===== src/rtl/cfg_fwd_pkg.sv =====
package cfg_fwd_pkg;
  localparam int AD_W      = 32;
  localparam int BUS_W     = 8;
  localparam int DEV_W     = 5;
  localparam int REG_W     = 6;
  localparam int CMD_W     = 4;
  localparam int IDSEL_LO  = 16;
  localparam int IDSEL_N   = AD_W - IDSEL_LO;
  localparam int BUS_LO    = 16;
  localparam int DEV_LO    = 11;
  localparam int REG_LO    = 2;
  localparam logic [CMD_W-1:0] CMD_CFG_RD = 4'b1010;
  localparam logic [CMD_W-1:0] CMD_CFG_WR = 4'b1011;
  localparam logic [1:0]       TYPE1_TAG  = 2'b01;

  typedef enum logic [1:0] {
    FWD_IGNORE  = 2'b00,
    FWD_TYPE0   = 2'b01,
    FWD_PASS    = 2'b10,
    FWD_SPECIAL = 2'b11
  } fwd_kind_t;
endpackage


===== src/rtl/cfg_fwd_classify.sv =====
module cfg_fwd_classify
  import cfg_fwd_pkg::*;
(
  input  logic [AD_W-1:0]  ad_i,
  input  logic [CMD_W-1:0] cmd_i,
  input  logic [BUS_W-1:0] sec_i,
  input  logic [BUS_W-1:0] sub_i,
  output fwd_kind_t        kind_o
);
  localparam logic [DEV_W-1:0] DEV_BCAST = {DEV_W{1'b1}};

  logic [BUS_W-1:0] bus;
  logic [DEV_W-1:0] dev;
  logic [REG_W-1:0] regn;
  logic             qual;
  logic             local_bus;
  logic             in_window;

  always_comb begin
    bus       = ad_i[BUS_LO +: BUS_W];
    dev       = ad_i[DEV_LO +: DEV_W];
    regn      = ad_i[REG_LO +: REG_W];
    qual      = (ad_i[1:0] == TYPE1_TAG) &&
                ((cmd_i == CMD_CFG_RD) || (cmd_i == CMD_CFG_WR));
    local_bus = (bus == sec_i);
    in_window = (bus > sec_i) && (bus <= sub_i);
    if (qual && local_bus) begin
      if ((dev == DEV_BCAST) && (regn == '0)) kind_o = FWD_SPECIAL;
      else                                    kind_o = FWD_TYPE0;
    end else if (qual && in_window) begin
      kind_o = FWD_PASS;
    end else begin
      kind_o = FWD_IGNORE;
    end
  end
endmodule


===== src/rtl/cfg_fwd_idsel.sv =====
module cfg_fwd_idsel
  import cfg_fwd_pkg::*;
(
  input  logic [DEV_W-1:0]   dev_i,
  output logic [IDSEL_N-1:0] idsel_o,
  output logic               hit_o
);
  for (genvar i = 0; i < IDSEL_N; i++) begin : g_line
    assign idsel_o[i] = (dev_i == DEV_W'(i));
  end
  assign hit_o = |idsel_o;
endmodule


===== src/rtl/cfg_fwd_top.sv =====
module cfg_fwd_top
  import cfg_fwd_pkg::*;
(
  input  logic             clk,
  input  logic             rst_n,
  input  logic             addr_strobe_i,
  input  logic [31:0]      pri_ad_i,
  input  logic [3:0]       cmd_i,
  input  logic [7:0]       sec_bus_i,
  input  logic [7:0]       sub_bus_i,
  output logic [31:0]      sec_ad_o,
  output logic [1:0]       kind_o,
  output logic             single_o,
  output logic             abort_o
);
  logic [1:0]         rst_sync;
  logic               rst_q_n;
  fwd_kind_t          kind_d;
  logic [IDSEL_N-1:0] idsel;
  logic               idsel_hit;
  logic [AD_W-1:0]    ad_nxt;
  logic [1:0]         kind_nxt;
  logic               single_nxt;
  logic               abort_nxt;

  always_ff @(posedge clk or negedge rst_n) begin
    if (!rst_n) rst_sync <= 2'b00;
    else        rst_sync <= {rst_sync[0], 1'b1};
  end
  assign rst_q_n = rst_sync[1];

  cfg_fwd_classify u_classify (
    .ad_i   (pri_ad_i),
    .cmd_i  (cmd_i),
    .sec_i  (sec_bus_i),
    .sub_i  (sub_bus_i),
    .kind_o (kind_d)
  );

  cfg_fwd_idsel u_idsel (
    .dev_i   (pri_ad_i[DEV_LO +: DEV_W]),
    .idsel_o (idsel),
    .hit_o   (idsel_hit)
  );

  always_comb begin
    ad_nxt     = '0;
    kind_nxt   = kind_d;
    single_nxt = 1'b0;
    abort_nxt  = 1'b0;
    unique case (kind_d)
      FWD_TYPE0: begin
        ad_nxt     = {idsel, pri_ad_i[IDSEL_LO-1:2], 2'b00};
        single_nxt = 1'b1;
        abort_nxt  = ~idsel_hit;
      end
      FWD_PASS:    ad_nxt = pri_ad_i;
      FWD_SPECIAL: ad_nxt = '0;
      default:     ad_nxt = '0;
    endcase
  end

  always_ff @(posedge clk or negedge rst_q_n) begin
    if (!rst_q_n) begin
      sec_ad_o <= '0;
      kind_o   <= FWD_IGNORE;
      single_o <= 1'b0;
      abort_o  <= 1'b0;
    end else if (addr_strobe_i) begin
      sec_ad_o <= ad_nxt;
      kind_o   <= kind_nxt;
      single_o <= single_nxt;
      abort_o  <= abort_nxt;
    end
  end
endmodule


===== config.mk =====
export PLATFORM = sky130hd
export DESIGN_NAME = cfg_fwd_top
export DESIGN_NICKNAME = d
export VERILOG_FILES = /design/src/rtl/cfg_fwd_pkg.sv /design/src/rtl/cfg_fwd_classify.sv /design/src/rtl/cfg_fwd_idsel.sv /design/src/rtl/cfg_fwd_top.sv
export SDC_FILE = /design/constraint.sdc
export NUM_CORES = 1
export LEC_CHECK = 0
export ABC_AREA = 1
export BUFFER_PORTS_ARGS = -buffer_cell sky130_fd_sc_hd__clkbuf_2
export CAP_MARGIN = 40
export CORE_MARGIN = 2
export CORE_UTILIZATION = 55
export CTS_CLUSTER_DIAMETER = 50
export DETAILED_ROUTE_END_ITERATION = 16
export PLACE_DENSITY_LB_ADDON = 0.1
export SKIP_LAST_GASP = 1
export SLEW_MARGIN = 15
export SYNTH_ARGS = -nofsm -noshare
export SYNTH_HDL_FRONTEND = slang
export SYNTH_SLANG_ARGS = --single-unit

===== constraint.sdc =====
create_clock -name clk -period 2.62 [get_ports clk]
set_clock_uncertainty 0.05 [all_clocks]
set_input_delay 0.131 -clock clk [delete_from_list [all_inputs] [get_ports clk]]
set_output_delay 0.131 -clock clk [all_outputs]
set_load 0.1 [all_outputs]

==> impl_metrics.csv <==
group,metric,value,unit
pwr,switching_power,346,uW
timing,finalSetupViolCount,0,
placement,gp_congestion,0.812,
pwr,p_int,951,uW
drt,vias_per_cell,4.72,
clock_tree,cts.path.max_buffers,2,
clock_tree,cts_tree,"built",
clock_tree,htreeDepth,2,
placement,io_buffers,89,
timing,setup_slack,0.904,ns
worst_setup_path,slowest_delay,0.32,ns
timing,worstMarginPinSlew,0.628,ns
placement,dpl.cell_count,535,
die,die_x,74.3,microns
pwr,p_comb_share,17.5,%
clock_tree,clk_pin_slew,0.07,ns
die,rows,25,
final_layout,layout_commonest_cell,"nand2_1",
worst_setup_path,cpMostUsedCell,"nand2_1",
global_routing,antenna_found_initial,0,
die,die-area,5520,sq um
final_layout,diodes,0,
global_routing,grt_pass1_vias,2392,
clock_tree,worstSkewPairLatency,0.28,ns
final_layout,area_growth,21.1,%
synth,postSynthCellCount,389,
global_routing,grt_use_total,22.8,%
placement,place_area,3180,sq um
worst_setup_path,r2r_setup_slack,1.83,ns
die,die_height,74.3,microns
timing,fmax,0.583,GHz
synth,syn-num-nets,460,
clock_tree,cts_resized,0,
worst_setup_path,critPathMaxFanout,21,
global_routing,grt_max_degree,37,
synth,synth_edf_count,0,
clock_tree,numClockSinks,38,
worst_setup_path,crit_chain,"clkbuf_2 > ha_1 > nand2_1 > nor2_1 > nand2_1 > nand2_1 > nand2_2 > nand2_4 > nand2_4 > nand2_1 > nand2_1",
worst_setup_path,crit_path_start_kind,"input pin",
drt,wl_per_cell,10.9,microns
synth,synthArstFlopShare,100,%
worst_setup_path,cp.required,2.74,ns
pwr,seqPwrFrac,45.6,%
synth,yosysSeqAreaShare,35.0,%
worst_setup_path,path_delay_family,"simple AND/OR/NAND/NOR gates",
worst_setup_path,end_kind,"flop",
worst_setup_path,worst-setup-path-type,"in2reg",
die,initial_core_util,57.2,%
timing,slew_viol_final,0,
placement,dp_slack,0.564,ns
pwr,swShare,26.7,%
drt,via_count,2566,
final_layout,final_cells,544,
pwr,total_power,1.30,mW
drt,drc_errors,0,
synth,synth_ff_type,"dfrtp_1",
synth,ys.warnings.count,0,
outcome,status,"finished, final reports clean",
timing,setup_tns,0,ns
worst_hold_path,hold_class,"in2reg",
synth,yosysUniqueCellTypes,27,
synth,ys_ff_latch,38,
clock_tree,cts_buffers,5,
final_layout,final_cell_mix,"nand2_1, clkbuf_2, inv_1, dfrtp_1, nor2_1",
final_layout,drive_gt1_share,28.3,%
clock_tree,cts_root_buffer,"clkbuf_8",
worst_setup_path,arrival,1.84,ns
die,io_pins,91,
clock_tree,post_cts_buffers,0,
drt,drt_iter0_markers,101,
synth,netlist_top_cells_area,"dfrtp_1, nand2_1, inv_1",
timing,min_period,1.72,ns
pwr,p_per_area,394,nW/um^2
synth,syn-cell-area,2720,sq um
placement,hpwl,4530,microns
pwr,leakage,2.16,nW
synth,synth.avg_cell_area,6.99,sq um
drt,dr.pass1.iters,4,
timing,finalHoldViolations,0,
synth,netlist.area_leader.share,35.0,%
drt,wl,5930,microns
timing,relSlewSlack,58.0,%
flow_run,cap_violations,0,
die,core-area,4750,sq um
timing,rsz0062_at_grt,"no",
worst_setup_path,slowest_stage,"nand2_4",
drt,ant_nets,0,
timing,fin_crit_sh,65.5,%
global_routing,overflow,0,
worst_setup_path,path_buf_inv,1,
final_layout,nNetsFinal,547,
pwr,pwr-share-clk,36.9,%
global_routing,grt_pass1_wl,9960,microns
final_layout,stdcell_area,3290,sq um
pwr,peakVddDrop,372,uV
synth,synth_top_area_cell,"dfrtp_1",
-- Yosys cell counts (all sizes together), types with 2 or more instances --
| library cell | n |
|---|---|
| nand2 | 162 |
| inv | 77 |
| dfrtp | 38 |
| nor2 | 25 |
| nand3 | 22 |
| nand4 | 18 |
| ha | 16 |
| buf | 8 |
| a21oi | 6 |
| clkbuf | 6 |
| nor4 | 3 |
| a21o | 2 |
| nor3 | 2 |
-- area by class of cell --
type	count	area (sq um)
sequential	38	951
timing repair buffer	94	485
clock inverter	1	30.0
fill	441	1460
multi-input combinational	260	1380
inverter	77	289
clock buffer	7	76.3
tap	67	83.8
-- worst register-to-register path, delay by kind of cell (launching register included) --
kind | cells | cell delay [ns]
and+or+nand+nor | 3 | 0.18
DFF | 1 | 0.38
buffers and inverters | 1 | 0.06
-- logic make-up after synthesis --
family                     synth area share [%]
other                                     0.138
and+or+nand+nor                            39.8
AOI/OAI and AO/OA                          3.31
buffers and inverters                      14.4
DFF                                        35.0
adders and majority gates                  7.37
-- power by group through the flow --
stage | logic [mW] | clock network, mW | registers [mW]
4_1_cts | 0.231 | 0.492 | 0.592
3_5_place_dp | 0.228 | 0 | 0.604
5_1_grt | 0.259 | 0.518 | 0.592
2_1_floorplan | 0.122 | 0 | 0.631
3_3_place_gp | 0.222 | 0 | 0.604
6_report | 0.227 | 0.479 | 0.592
-- path summary, 6_finish.rpt --
check	from	to	depth (start not counted)
max	pri_ad_i[23]	sec_ad_o[5]	11
max in group asynchronous	rst_sync[1]	sec_ad_o[19]	1
min	pri_ad_i[8]	sec_ad_o[8]	5
min in group asynchronous	rst_n	rst_sync[0]	2
min reg2reg	rst_sync[1]	sec_ad_o[2]	1
max reg2reg	sec_ad_o[29]	sec_ad_o[29]	4
-- state kept, by name, summed over array words and instances (netlist names) --
signal    count
sec_ad_o     32
kind_o        2
rst_sync      2
abort_o       1
single_o      1
-- through the flow --
step / hold slack (ns) / util, %
5_1_grt: 0.116 / 69.2
2_1_floorplan: -0.215 / -
3_5_place_dp: -0.131 / 66.8
6_report: 0.0833 / 69.2
4_1_cts: 0.0774 / 69.2
3_3_place_gp: -0.133 / 66.8
-- timing repair --
item,CTS,global route
hold buffers,1,0
endpoints found under the setup margin,0,0
endpoints found under the hold margin,2,0
-- routing by layer --
layer | global-route usage (%) | up-vias | routed length [microns]
li1 | - | 1349 | -
met1 | 27.6 | 1149 | 2660
met2 | 42.7 | 63 | 2960
met3 | 3.52 | 5 | 252
met4 | 5.36 | 0 | 57
met5 | 0 | - | 0
Power figures use the tool's default switching activity.
